<file path="config.mk">
export PLATFORM = sky130hd
export DESIGN_NAME = txw_ext_walker
export DESIGN_NICKNAME = d
export VERILOG_FILES = /design/src/rtl/txw_pkg.sv /design/src/rtl/txw_checksum.sv /design/src/rtl/txw_dtd_counter.sv /design/src/rtl/txw_ext_walker.sv
export SDC_FILE = /design/constraint.sdc
export NUM_CORES = 1
export LEC_CHECK = 0
export CAP_MARGIN = 10
export CORE_ASPECT_RATIO = 1.5
export CORE_MARGIN = 10
export CORE_UTILIZATION = 38
export CTS_CLUSTER_SIZE = 10
export DETAILED_ROUTE_END_ITERATION = 10
export GPL_TIMING_DRIVEN = 1
export PLACE_DENSITY = 0.62
export SYNTH_ARGS = -nofsm -noshare
export SYNTH_HDL_FRONTEND = slang
export SYNTH_SLANG_ARGS = --single-unit
</file>
<file path="constraint.sdc">
create_clock -name clk -period 4.3 [get_ports clk]
set_clock_uncertainty 0.2 [all_clocks]
set_input_delay 0.86 -clock clk [delete_from_list [all_inputs] [get_ports clk]]
set_output_delay 0.86 -clock clk [all_outputs]
set_load 0.02 [all_outputs]
</file>
<file path="src/rtl/txw_pkg.sv">
package txw_pkg;

    localparam int BLOCK_BYTES = 128;
    localparam int POS_W       = $clog2(BLOCK_BYTES);
    localparam logic [7:0] TAG_CODE = 8'h02;

    localparam logic [2:0] KIND_AUDIO   = 3'd1;
    localparam logic [2:0] KIND_VIDEO   = 3'd2;
    localparam logic [2:0] KIND_VENDOR  = 3'd3;
    localparam logic [2:0] KIND_SPEAKER = 3'd4;

    typedef enum logic [3:0] {
        ST_TAG,
        ST_REV,
        ST_OFFS,
        ST_CAPS,
        ST_HDR,
        ST_BODY,
        ST_DTD,
        ST_PAD,
        ST_SUM
    } walk_state_t;

endpackage

</file>
<file path="src/rtl/txw_checksum.sv">
module txw_checksum #(
    parameter int W = 8
) (
    input  logic         clk,
    input  logic         rst_n,
    input  logic         valid,
    input  logic         first,
    input  logic [W-1:0] din,
    output logic         sum_zero
);

    logic [W-1:0] acc;
    logic [W-1:0] base;

    assign base     = first ? '0 : acc;
    assign sum_zero = ((base + din) == '0);

    always_ff @(posedge clk) begin
        if (!rst_n)
            acc <= '0;
        else if (valid)
            acc <= base + din;
    end

endmodule

</file>
<file path="src/rtl/txw_dtd_counter.sv">
module txw_dtd_counter #(
    parameter int REC    = 18,
    parameter int CNT_W  = 4,
    parameter int MAXREC = 6
) (
    input  logic             clk,
    input  logic             rst_n,
    input  logic             clr,
    input  logic             adv,
    input  logic [7:0]       din,
    output logic             term,
    output logic [CNT_W-1:0] count
);

    localparam int RW = $clog2(REC);
    localparam logic [RW-1:0] REL_LAST = RW'(REC - 1);
    localparam logic [RW-1:0] REL_ONE  = RW'(1);

    logic [RW-1:0] rel;
    logic          lead_zero;

    assign term = adv && (rel == REL_ONE) && lead_zero && (din == 8'h00);

    always_ff @(posedge clk) begin
        if (!rst_n) begin
            rel       <= '0;
            lead_zero <= 1'b0;
            count     <= '0;
        end else if (clr) begin
            rel       <= '0;
            lead_zero <= 1'b0;
            count     <= '0;
        end else if (adv && !term) begin
            if (rel == '0)
                lead_zero <= (din == 8'h00);
            if (rel == REL_LAST) begin
                rel   <= '0;
                count <= count + 1'b1;
            end else begin
                rel <= rel + 1'b1;
            end
        end
    end


    count_bound_chk: assert property (@(posedge clk) disable iff (!rst_n)
        count <= CNT_W'(MAXREC));


    count_hold_chk: assert property (@(posedge clk) disable iff (!rst_n)
        (!adv && !clr) |=> $stable(count));

endmodule

</file>
<file path="src/rtl/txw_ext_walker.sv">
module txw_ext_walker
    import txw_pkg::*;
#(
    parameter int DTD_LEN = 18,
    parameter int CNT_W   = 4
) (
    input  logic             clk,
    input  logic             rst_n,
    input  logic             in_valid,
    input  logic [7:0]       in_byte,
    output logic             tag_ok,
    output logic [7:0]       revision,
    output logic [7:0]       dtd_start,
    output logic             cap_underscan,
    output logic             cap_basic_audio,
    output logic             cap_ycc444,
    output logic             cap_ycc422,
    output logic [3:0]       native_count,
    output logic             vid_evt,
    output logic             vid_native,
    output logic [6:0]       vid_index,
    output logic             aud_evt,
    output logic [3:0]       aud_format,
    output logic [3:0]       aud_channels,
    output logic [6:0]       aud_rates,
    output logic             spk_evt,
    output logic [7:0]       spk_mask,
    output logic             ven_evt,
    output logic [23:0]      ven_id,
    output logic             blk_done,
    output logic             csum_ok,
    output logic             malformed,
    output logic [CNT_W-1:0] dtd_count
);

    localparam int MAX_REC = (BLOCK_BYTES - 5) / DTD_LEN;
    localparam logic [POS_W-1:0] POS_SUM  = POS_W'(BLOCK_BYTES - 1);
    localparam logic [POS_W-1:0] POS_PRE  = POS_W'(BLOCK_BYTES - 2);

    walk_state_t      state, state_n;
    logic [POS_W-1:0] pos;
    logic [7:0]       d_q;
    logic [2:0]       kind_q;
    logic [4:0]       rem_q;
    logic [4:0]       idx_q;
    logic [1:0]       trip_q;

    logic [7:0]       next_pos;
    logic             hdr_over;
    logic             off_bad;
    logic             dtd_term;
    logic             sum_zero;
    walk_state_t      walk_next;
    logic             any_evt;

    assign next_pos  = {1'b0, pos} + 8'd1;
    assign hdr_over  = (next_pos + {3'b000, in_byte[4:0]}) > d_q;
    assign off_bad   = ((in_byte != 8'h00) && (in_byte < 8'h04)) || in_byte[7];
    assign walk_next = (next_pos == d_q) ? ST_DTD : ST_HDR;
    assign any_evt   = vid_evt | aud_evt | spk_evt | ven_evt;
    assign dtd_start = d_q;

    txw_checksum #(.W(8)) u_sum (
        .clk      (clk),
        .rst_n    (rst_n),
        .valid    (in_valid),
        .first    (state == ST_TAG),
        .din      (in_byte),
        .sum_zero (sum_zero)
    );

    txw_dtd_counter #(.REC(DTD_LEN), .CNT_W(CNT_W), .MAXREC(MAX_REC)) u_dtd (
        .clk   (clk),
        .rst_n (rst_n),
        .clr   (in_valid && (state == ST_TAG)),
        .adv   (in_valid && (state == ST_DTD)),
        .din   (in_byte),
        .term  (dtd_term),
        .count (dtd_count)
    );

    // next-state decode
    always_comb begin
        state_n = state;
        if (in_valid) begin
            unique case (state)
                ST_TAG:  state_n = (in_byte == TAG_CODE) ? ST_REV : ST_PAD;
                ST_REV:  state_n = ST_OFFS;
                ST_OFFS: state_n = ST_CAPS;
                ST_CAPS: state_n = ((d_q == 8'h00) || malformed) ? ST_PAD : walk_next;
                ST_HDR: begin
                    if (hdr_over)
                        state_n = ST_PAD;
                    else if (in_byte[4:0] == 5'd0)
                        state_n = walk_next;
                    else
                        state_n = ST_BODY;
                end
                ST_BODY: state_n = (rem_q == 5'd1) ? walk_next : ST_BODY;
                ST_DTD:  state_n = dtd_term ? ST_PAD : ST_DTD;
                ST_PAD:  state_n = ST_PAD;
                ST_SUM:  state_n = ST_TAG;
                default: state_n = ST_TAG;
            endcase
            if (pos == POS_PRE)
                state_n = ST_SUM;
        end
    end

    // state register
    always_ff @(posedge clk) begin
        if (!rst_n)
            state <= ST_TAG;
        else
            state <= state_n;
    end

    // outputs and walk datapath
    always_ff @(posedge clk) begin
        if (!rst_n) begin
            pos             <= '0;
            d_q             <= '0;
            kind_q          <= '0;
            rem_q           <= '0;
            idx_q           <= '0;
            trip_q          <= '0;
            tag_ok          <= 1'b0;
            revision        <= '0;
            cap_underscan   <= 1'b0;
            cap_basic_audio <= 1'b0;
            cap_ycc444      <= 1'b0;
            cap_ycc422      <= 1'b0;
            native_count    <= '0;
            vid_evt         <= 1'b0;
            vid_native      <= 1'b0;
            vid_index       <= '0;
            aud_evt         <= 1'b0;
            aud_format      <= '0;
            aud_channels    <= '0;
            aud_rates       <= '0;
            spk_evt         <= 1'b0;
            spk_mask        <= '0;
            ven_evt         <= 1'b0;
            ven_id          <= '0;
            blk_done        <= 1'b0;
            csum_ok         <= 1'b0;
            malformed       <= 1'b0;
        end else begin
            vid_evt  <= 1'b0;
            aud_evt  <= 1'b0;
            spk_evt  <= 1'b0;
            ven_evt  <= 1'b0;
            blk_done <= 1'b0;
            if (in_valid) begin
                pos <= pos + 1'b1;
                unique case (state)
                    ST_TAG: begin
                        tag_ok          <= (in_byte == TAG_CODE);
                        revision        <= '0;
                        d_q             <= '0;
                        cap_underscan   <= 1'b0;
                        cap_basic_audio <= 1'b0;
                        cap_ycc444      <= 1'b0;
                        cap_ycc422      <= 1'b0;
                        native_count    <= '0;
                        malformed       <= 1'b0;
                    end
                    ST_REV:  revision <= in_byte;
                    ST_OFFS: begin
                        d_q       <= in_byte;
                        malformed <= off_bad;
                    end
                    ST_CAPS: begin
                        cap_underscan   <= in_byte[7];
                        cap_basic_audio <= in_byte[6];
                        cap_ycc444      <= in_byte[5];
                        cap_ycc422      <= in_byte[4];
                        native_count    <= in_byte[3:0];
                    end
                    ST_HDR: begin
                        kind_q <= in_byte[7:5];
                        rem_q  <= in_byte[4:0];
                        idx_q  <= '0;
                        trip_q <= '0;
                        if (hdr_over)
                            malformed <= 1'b1;
                    end
                    ST_BODY: begin
                        rem_q <= rem_q - 1'b1;
                        idx_q <= idx_q + 1'b1;
                        unique case (kind_q)
                            KIND_VIDEO: begin
                                vid_evt    <= 1'b1;
                                vid_native <= in_byte[7];
                                vid_index  <= in_byte[6:0];
                            end
                            KIND_AUDIO: begin
                                unique case (trip_q)
                                    2'd0: begin
                                        aud_format   <= in_byte[6:3];
                                        aud_channels <= {1'b0, in_byte[2:0]} + 4'd1;
                                        trip_q       <= 2'd1;
                                    end
                                    2'd1: begin
                                        aud_rates <= in_byte[6:0];
                                        trip_q    <= 2'd2;
                                    end
                                    default: begin
                                        aud_evt <= 1'b1;
                                        trip_q  <= 2'd0;
                                    end
                                endcase
                            end
                            KIND_VENDOR: begin
                                if (idx_q == 5'd0) ven_id[7:0]   <= in_byte;
                                if (idx_q == 5'd1) ven_id[15:8]  <= in_byte;
                                if (idx_q == 5'd2) begin
                                    ven_id[23:16] <= in_byte;
                                    ven_evt       <= 1'b1;
                                end
                            end
                            KIND_SPEAKER: begin
                                if (idx_q == 5'd0) begin
                                    spk_evt  <= 1'b1;
                                    spk_mask <= in_byte;
                                end
                            end
                            default: ;
                        endcase
                    end
                    ST_DTD, ST_PAD: ;
                    ST_SUM: begin
                        blk_done <= 1'b1;
                        csum_ok  <= sum_zero;
                    end
                    default: ;
                endcase
            end
        end
    end


    one_event_chk: assert property (@(posedge clk) disable iff (!rst_n)
        $onehot0({vid_evt, aud_evt, spk_evt, ven_evt}));


    event_needs_tag_chk: assert property (@(posedge clk) disable iff (!rst_n)
        any_evt |-> tag_ok);


    halt_on_malformed_chk: assert property (@(posedge clk) disable iff (!rst_n)
        malformed |-> !any_evt);


    done_single_chk: assert property (@(posedge clk) disable iff (!rst_n)
        blk_done |=> !blk_done);


    stall_quiet_chk: assert property (@(posedge clk) disable iff (!rst_n)
        !in_valid |=> (!any_evt && !blk_done && $stable(pos)));


    sum_at_end_chk: assert property (@(posedge clk) disable iff (!rst_n)
        (state == ST_SUM) |-> (pos == POS_SUM));

endmodule

</file>
; Word level (Yosys, flattened, before mapping)
; Index checks and enable logic that the tools add are counted.
[classes]
add_sub_neg = 9
magnitude_cmp = 2
n_eq_ne = 23
mux = 30
bitwise = 1
reduce_logical = 49
[ops]
columns = cell, count
row1 = 4-bit AND reduction, 9
row2 = 8-bit case mux with 2 select lines, 2
row3 = 8-bit zero test, 3
row4 = 3-bit case mux with 8 select lines, 1
row5 = 5-bit case mux with 2 select lines, 2
row6 = 2-bit AND reduction, 10
row7 = "4-bit by 3-bit == test with 1-bit output, second input constant", 4
row8 = "5-bit by 1-bit == test with 1-bit output, second input constant", 3
row9 = 5-bit zero test, 3
row10 = 2-bit 2-to-1 mux, 6
row11 = 3-bit AND reduction, 4
row12 = "5-bit by 1-bit adder with 5-bit output, second input constant", 2
row13 = "7-bit by 1-bit adder with 8-bit output, second input constant", 1
row14 = 8-bit by 5-bit adder with 8-bit output, 1
row15 = 8-bit adder, 1
row16 = "4-bit by 2-bit == test with 1-bit output, second input constant", 2
row17 = "8-bit by 2-bit == test with 1-bit output, second input constant", 1
row18 = 8-bit == test, 1
row19 = 8-bit greater-than comparator, 1
row20 = "8-bit by 3-bit < comparator with 1-bit output, second input constant", 1
row21 = 8-bit 2-to-1 mux, 1
row22 = 1-bit case mux with 2 select lines, 4
row23 = 2-bit case mux with 2 select lines, 2
row24 = 4-bit case mux with 2 select lines, 1
row25 = 30 further kinds, 48
[totals]
ff_bits = 131
inputBits = 11
out_inout_bits = 91
word_cells = 148

; Longest topological paths before layout
; Gate-level depths: netlist (run 1).
[depth]
ltp_word = 8
depth_mapped = 16
ltp_nobuf = 16

; Cells and area by module
; From an unflattened synthesis (run 1), not the netlist that was laid out.
[hier_totals]
cells_unflattened = 763
hier_area_um2 = 6601.3
[by_module_without_submodules]
columns = mod, n_inst, cells_per_inst, area_per_inst_um2, seq_area_each_um2
row1 = txw_ext_walker, 1, 623, 5362.6, 2262.2
row2 = txw_checksum, 1, 74, 655.6, 160.2
row3 = txw_dtd_counter, 1, 66, 583.1, 200.2

; Least setup slack after synthesis (run 1)
; No wires, ideal clock.
[synth_timing]
path_type = input -> register
from = input port in_byte[0]
to = register malformed
setup_ns = 0.074
t_arrival_ns = 3.209
required_time_ns = 4.026
slack_ns = 0.817
stages = 13
n_path_buf = 0
cell_sequence = ha_1 -> fa_1 -> a21o_1 -> a21oi_1 -> inv_1 -> a21oi_1 -> nor2_1 -> xnor2_1 -> ha_1 -> and4_1 -> a21oi_1 -> or3b_1 -> a31oi_1
[synth_between]
elab_chain_len = 4
elab_cells_between_ends = 9
classes_between = add/sub (1) / order compare (2) / eq/ne (1) / mux (1) / reduce/logical (4)
[synth_rtl]
columns = item, line
row1 = start: declaration, txw_ext_walker.sv:10  ; input logic [7:0] in_byte,
row2 = 8-bit by 5-bit adder with 8-bit output (tied with other cells), txw_ext_walker.sv:57  ; assign hdr_over = (next_pos + {3'b000, in_byte[4:0]}) > d_q;
row3 = 8-bit greater-than comparator or 1-bit logical AND (tied branches), "txw_ext_walker.sv:57, txw_ext_walker.sv:58"
row4 = 2-bit != test (no line) or 1-bit logical OR (tied branches), --
row5 = 3-bit AND reduction (no line) or 1-bit case mux with 3 select lines (tied branches), --
row6 = end signal: assignment, txw_ext_walker.sv:147  ; malformed <= 1'b0;
row7 = end signal: assignment, txw_ext_walker.sv:166  ; malformed <= 1'b0;
row8 = end signal: assignment, txw_ext_walker.sv:171  ; malformed <= off_bad;
row9 = end: declaration, txw_ext_walker.sv:32  ; output logic malformed,
; Several ways; a longest one is shown, not always the timed one.
; A chain may end at the register's enable or synchronous reset.

; Final worst setup path (run 1)
; Ends and elaborated chain as after synthesis.

==> impl_metrics.env, run 1 <==
export IMPL_outcome="finished, final reports clean"
export IMPL_start_kind="input port"
export IMPL_worstPathArrival_ns=3.85
export IMPL_antenna_found_initial=0
export IMPL_cp_depth=14
export IMPL_fp_dieW_um=127
export IMPL_synthArstFlopShare=0
export IMPL_dieHeight_um=180
export IMPL_holdWs_ns=0.253
export IMPL_timing_worst_setup_path_type="in2reg"
export IMPL_syn_nets=819
export IMPL_grt_max_degree=51
export IMPL_end_kind="flip-flop"
export IMPL_critPathMaxStageDelay_ns=0.43
export IMPL_rsz0062_at_grt="false"
export IMPL_tightest_slew_ns=0.795
export IMPL_grt_pass1_wl_mm=30.8
export IMPL_multi_input_area_um2=3580
export IMPL_fill_cells=1673
export IMPL_ant_nets=0
export IMPL_yosysSeqAreaShare=0.403
export IMPL_post_synth_cell_area_avg_um2=8.46
export IMPL_holdPathStages=2
export IMPL_cts_resized=0
export IMPL_yosys_register_bits=131
export IMPL_holdCritPathClass="reg2reg"
export IMPL_coreArea_um2=16800
export IMPL_gp_congestion=0.846
export IMPL_clock_sinks=131
export IMPL_fmax_ghz=0.269
export IMPL_vdd_ir_drop_max_mv=0.297
export IMPL_numCtsBuffers=17
export IMPL_ctsHoldBuffers=0
export IMPL_clk_path_buf_depth=2
export IMPL_cp_num_buf_inv=2
export IMPL_wl_per_cell_um=18.1
export IMPL_cp_required_ns=4.44
export IMPL_final_hold_violation_count=0
export IMPL_place_inst=1049
export IMPL_drt_iter0_drc=374
export IMPL_firstDrtPassIters=5
export IMPL_final_setup_viol_count=0
export IMPL_initial_core_util=0.387
export IMPL_synthFlopType="dfxtp_1"
export IMPL_final_net_count=907
export IMPL_critical_path_max_fanout=2
export IMPL_viasPerCell=5.31
export IMPL_clk_pin_slew_ns=0.06
export IMPL_path_delay_family="adder cells"
export IMPL_drt_total_wl_mm=19.5
export IMPL_relSlewSlack=0.465
export IMPL_insertion_delay_ns=0.42
export IMPL_regArea_um2=2620
export IMPL_cap_violations=0
export IMPL_port_buffer_count=101
export IMPL_ff2ff_path_depth=14
export IMPL_die_area_um2=22900
export IMPL_maxSlewViolCount=0
export IMPL_num_rows=58
export IMPL_area_growth_pct=27.5
export IMPL_power_leakage_nw=3.19
export IMPL_htreeDepth=4
export IMPL_crit_top_cell="a21oi_1"
export IMPL_cts_tree="done"
export IMPL_final_cells=1078
export IMPL_io_pins=102
export IMPL_synth_edf_count=0
export IMPL_drive_above_1_share=0.0714
export IMPL_post_cts_buffers=0
export IMPL_antenna_cells=0
export IMPL_drc=0
export IMPL_clockRootBuffer="clkbuf_16"
export IMPL_grt_ovfl_total=0
export IMPL_hpwlAfterDp_mm=13.7
export IMPL_period_needed_ns=3.71
export IMPL_synth_warnings=0
export IMPL_ys_types=68
export IMPL_vias=5726
export IMPL_power_per_cell_area_nw_per_um2=380
export IMPL_synthesis_area_um2=6510
export IMPL_finalPower_mw=3.16
export IMPL_crit_path_cell_trace="clkdlybuf4s50_1, ha_1, fa_1, a21o_1, a21oi_1, inv_1, a21oi_1, nor2_1, xnor2_1, ha_1, and4_1, a21oi_1, or3b_1, a31oi_1"
export IMPL_cpMaxStageDelayCell="clkdlybuf4s50_1"
export IMPL_grt_use_total=0.168
export IMPL_setup_tns_ns=0
export IMPL_synth_cells=770
export IMPL_finalCritPeriodShare=0.864
export IMPL_grt_pass1_vias=5577
==> cell usage after synthesis, types with 15 or more instances <==
master / n / share of area
xor2_1: 17 / 0.023
dfxtp_1: 131 / 0.40
nand2_1: 79 / 0.046
a21oi_1: 71 / 0.055
ha_1: 36 / 0.069
nand3_1: 51 / 0.039
nor2_1: 111 / 0.064
clkbuf_1: 32 / 0.018
xnor2_1: 16 / 0.022
inv_1: 27 / 0.016
mux2i_1: 43 / 0.066
o21ai_0: 15 / 0.012
==> stage by stage <==
stage                util  setup slack [ns]  area (um2)
CTS                 0.493             0.588        8300
floorplan               -             0.817        6510
global placement    0.457             0.223        7700
detailed placement  0.457             0.174        7700
global route        0.493             0.280        8300
finish              0.493             0.587        8300
==> cell families after synthesis <==
family,count (synthesis),synth area share
multiplexers,43,0.0661
AND/OR/NAND/NOR,313,0.234
AO/OA/AOI/OAI,137,0.130
XOR/XNOR,33,0.0444
flip-flops,131,0.403
adder cells (fa/ha/maj),38,0.0753
buffers and inverters,75,0.0476
==> report_power, final <==
group	internal, mW	leakage, nW	switching, mW	total (mW)
sequential	1.24	1.06	0.0253	1.27
combinational	0.149	1.85	0.248	0.397
clock	0.963	0.281	0.534	1.50
total	2.35	3.19	0.808	3.16
==> final timing paths <==
path,from,slack (ns),to
worst max register to register,pos[0],0.59,malformed
worst min register to register,ven_id[19],0.25,ven_id[19]
worst min-delay path,ven_id[19],0.25,ven_id[19]
worst max-delay path,in_byte[0],0.59,malformed
==> placed cells by master, fill, tap and decap left out, types with 4 or more instances in the layout <==
cell,n
xor2_1,17
xnor2_1,16
nand3_1,51
and2_1,9
a22oi_1,11
clkbuf_16,17
nand2_1,79
mux2i_1,43
a211oi_1,4
o211ai_1,5
nor2b_1,7
nor4_1,4
nor3b_1,4
buf_4,15
inv_1,27
nor3_1,10
clkdlybuf4s50_1,101
nand2b_1,4
o21ai_0,15
dfxtp_1,131
ha_1,36
clkbuf_8,4
nand4_1,10
nor2_1,111
clkinvlp_4,5
a21oi_1,71
==> final cells by class <==
type,instances,share of cell area
Sequential cell,131,0.316
Timing Repair Buffer,116,0.135
Clock buffer,21,0.0579
Clock inverter,8,0.0154
Tap cell,210,0.0316
Inverter,28,0.0128
Multi-Input combinational cell,564,0.431
==> tightest hold or removal path: stages, from the launching register on <==
cell	delay (ns)
dfxtp_1	0.30
nand2_1	0.05
a21oi_1	0.05
==> sequential cells by signal, summed over array words and instances (netlist names), 5 cells and up <==
| register | cells |
|---|---|
| dtd_start | 8 |
| idx_q | 5 |
| rem_q | 5 |
| revision | 8 |
| vid_index | 7 |
| u_dtd.rel | 5 |
| ven_id | 24 |
| aud_rates | 7 |
| pos | 7 |
| u_sum.acc | 8 |
| spk_mask | 8 |
==> per-layer routing <==
metal,vias up,share of wire,global-route usage
met5,-,0,0
met4,0,0.020,0.0566
met3,29,0.055,0.0477
met2,145,0.53,0.303
met1,2716,0.40,0.180
li1,2836,-,-
Power figures use the tool's default switching activity.
==> inputs of run 2 (changes only) <==
--- a/config.mk
+++ b/config.mk
@@ -5,6 +5,7 @@
 export SDC_FILE = /design/constraint.sdc
 export NUM_CORES = 1
 export LEC_CHECK = 0
+export ABC_AREA = 1
 export CAP_MARGIN = 10
 export CORE_ASPECT_RATIO = 1.5
 export CORE_MARGIN = 10
==> run 2 against run 1 <==
Against the previous run:
- global-route usage up 0.72 points
- utilization grew 0.27 points
- sequential share of layout area is 0.24 points higher
- register-to-register slack gained 0.25 ns
- count of clock-buffer cells in the layout is 3 lower
- non-clock buffer count fell by 3
- via count increased by 2.7%
- cell count rose by 8.2%
- combinational power up 3%
- critical path type is now reg2reg
- highest routed layer unchanged
==> impl_metrics.env, run 2 <==
export IMPL_relSlewSlack=0.261
export IMPL_setup_tns_ns=0
export IMPL_drive_above_1_share=0.0785
export IMPL_min_delay_start="revision[4]"
export IMPL_drt_iter0_drc=284
export IMPL_clockRootBuffer="clkbuf_16"
export IMPL_grt_pass1_wl_mm=31.4
export IMPL_r2r_slack_ns=0.83
export IMPL_drt_total_wl_mm=19.3
export IMPL_dieHeight_um=179
export IMPL_tightest_slew_ns=1.11
export IMPL_yosysSeqAreaShare=0.411
export IMPL_antenna_found_initial=0
export IMPL_critical_path_max_fanout=6
export IMPL_crit_path_cell_trace="ha_1, inv_1, nand2_1, nand2_1, ha_1, a21oi_1, nand2_1, a21oi_1, o21ai_0, xnor2_1, inv_1, ha_1, nand2_1, nor2_1, nand2_1, o211ai_1, nand2_1, nand2_1, nand2_1, nand2_1, nand2_1, a21oi_1"
export IMPL_holdCritPathClass="reg2reg"
export IMPL_layout_commonest_cell="nand2_1"
export IMPL_vias=5880
export IMPL_wl_per_cell_um=16.5
export IMPL_synth_most_common_cell="nand2_1"
export IMPL_outcome="finished, final reports clean"
export IMPL_holdWs_ns=0.259
export IMPL_ant_nets=0
export IMPL_grt_pass1_vias=5962
export IMPL_cpMaxStageDelayCell="dfxtp_1"
export IMPL_hpwlAfterDp_mm=13.9
export IMPL_setup_slack_ns=0.834
export IMPL_grt_max_degree=59
export IMPL_largest_register="ven_id"
export IMPL_rsz0062_at_grt="false"
export IMPL_ctsHoldBuffers=0
export IMPL_firstDrtPassIters=5
export IMPL_clk_path_buf_depth=2
export IMPL_grt_ovfl_total=0
export IMPL_power_leakage_nw=3.33
export IMPL_end_kind="flip-flop"
export IMPL_start_kind="flip-flop"
export IMPL_yosys_register_bits=131
export IMPL_clk_pin_slew_ns=0.06
export IMPL_numCtsBuffers=17
export IMPL_final_setup_viol_count=0
export IMPL_gp_congestion=0.956
export IMPL_synth_common_cells="nand2_1 (133), dfxtp_1 (131), a21oi_1 (128), inv_1 (97), o21ai_0 (77)"
export IMPL_worstHoldEndpoint="revision[4]"
export IMPL_fill_cells=1631
export IMPL_critPathMaxStageDelay_ns=0.42
export IMPL_syn_nets=891
export IMPL_synth_edf_count=0
export IMPL_finalPower_mw=3.24
export IMPL_power_per_cell_area_nw_per_um2=394
export IMPL_cts_resized=0
export IMPL_holdPathStages=2
export IMPL_synthFlopType="dfxtp_1"
export IMPL_ys_types=44
export IMPL_clock_sinks=131
export IMPL_port_buffer_count=101
export IMPL_cap_violations=0
export IMPL_htreeDepth=4
export IMPL_worstPathArrival_ns=3.60
export IMPL_r2r_end="state[0]"
export IMPL_synth_top_area_share=0.411
export IMPL_ff2ff_path_depth=22
export IMPL_initial_core_util=0.384
export IMPL_cp_num_buf_inv=2
export IMPL_grt_use_total=0.175
export IMPL_insertion_delay_ns=0.42
export IMPL_rr_startpoint="pos[0]"
export IMPL_post_synth_cell_area_avg_um2=7.59
export IMPL_fmax_ghz=0.289
export IMPL_path_delay_family="adder cells"
export IMPL_final_hold_violation_count=0
export IMPL_area_growth_pct=29.0
export IMPL_crit_top_cell="nand2_1"
export IMPL_num_rows=58
export IMPL_final_util=0.496
export IMPL_cp_required_ns=4.44
export IMPL_pre_cts_ws_ns=0.468
export IMPL_finalCritPeriodShare=0.806
export IMPL_coreArea_um2=16600
export IMPL_io_pins=102
export IMPL_timing_worst_setup_path_type="reg2reg"
export IMPL_period_needed_ns=3.47
export IMPL_die_area_um2=22500
export IMPL_cts_tree="done"
export IMPL_drc=0
export IMPL_antenna_cells=0
export IMPL_synthesis_area_um2=6390
export IMPL_synth_area_leader_cell="dfxtp_1"
export IMPL_post_cts_buffers=0
export IMPL_vdd_ir_drop_max_mv=0.283
export IMPL_synthArstFlopShare=0
export IMPL_fp_dieW_um=126
export IMPL_synth_cells=842
export IMPL_final_net_count=993
export IMPL_viasPerCell=5.04
export IMPL_maxSlewViolCount=0
export IMPL_synth_warnings=0
export IMPL_synth_area_leaders="dfxtp_1 (41%), a21oi_1 (10%), nand2_1 (7.8%)"
export IMPL_largest_reg_flops=24
export IMPL_final_cell_mix="nand2_1 (133), dfxtp_1 (131), a21oi_1 (128)"
-- run 2: cell types whose count changed in the layout (fill, tap and decap cells not counted), sizes merged, moves of 5 or more --
cell,change
inv,+82
o21ai,+62
a21oi,+56
nand2,+55
nor2,-44
mux2i,-43
xnor2,-11
a22oi,-10
and2,-9
nor2b,-7
clkinv,+6
xor2,-5
-- run 2: final cells by class --
cell class                      count  area [um2]  area share
Clock buffer                       18         439      0.0533
Inverter                          108         405      0.0492
Multi-Input combinational cell    573        3220       0.390
Sequential cell                   131        2620       0.318
Tap cell                          210         263      0.0319
Timing Repair Buffer              113        1100       0.133
Clock inverter                     13         198      0.0240
-- run 2: stage by stage --
step                area (um2)  std cells
floorplan                 6390        842
global placement          7600       1135
detailed placement        7600       1135
CTS                       8240       1166
global route              8240       1166
finish                    8240       1166
-- run 2: worst max path at each step --
stage                     from        to  slack, ns  depth (start not counted)
detailed placement  in_byte[3]  state[1]       0.47                         17
global placement    in_byte[3]  state[1]       0.56                         17
floorplan           in_byte[0]  state[1]       1.24                         19
CTS                     pos[0]  state[0]       0.85                         22
finish                  pos[0]  state[0]       0.83                         22
global route            pos[0]  state[1]       0.54                         22
-- run 2: worst min-delay path, cell delays in order, from the launching register on --
cell and delay [ns]:
dfxtp_1 0.31, nand2_1 0.06, a21oi_1 0.05
-- run 2: cells by family after synthesis --
kind of cell             synth area share
AO/OA/AOI/OAI                       0.189
XOR/XNOR                           0.0268
adder cells (fa/ha/maj)            0.0768
buffers and inverters              0.0856
flip-flops                          0.411
AND/OR/NAND/NOR                     0.211
-- run 2: per-layer routing --
| metal | up-vias | global-route usage | wire length, um |
|---|---|---|---|
| met2 | 114 | 0.316 | 10000 |
| met1 | 2718 | 0.181 | 7650 |
| met5 | - | 0 | 0 |
| met4 | 0 | 0.0771 | 503 |
| li1 | 3020 | - | - |
| met3 | 28 | 0.0562 | 1110 |
-- run 2: power by group --
| group | internal (mW) | total [mW] | switching [mW] |
|---|---|---|---|
| clock | 0.994 | 1.57 | 0.571 |
| combinational | 0.142 | 0.408 | 0.267 |
| sequential | 1.24 | 1.27 | 0.0271 |
| total | 2.38 | 3.24 | 0.865 |
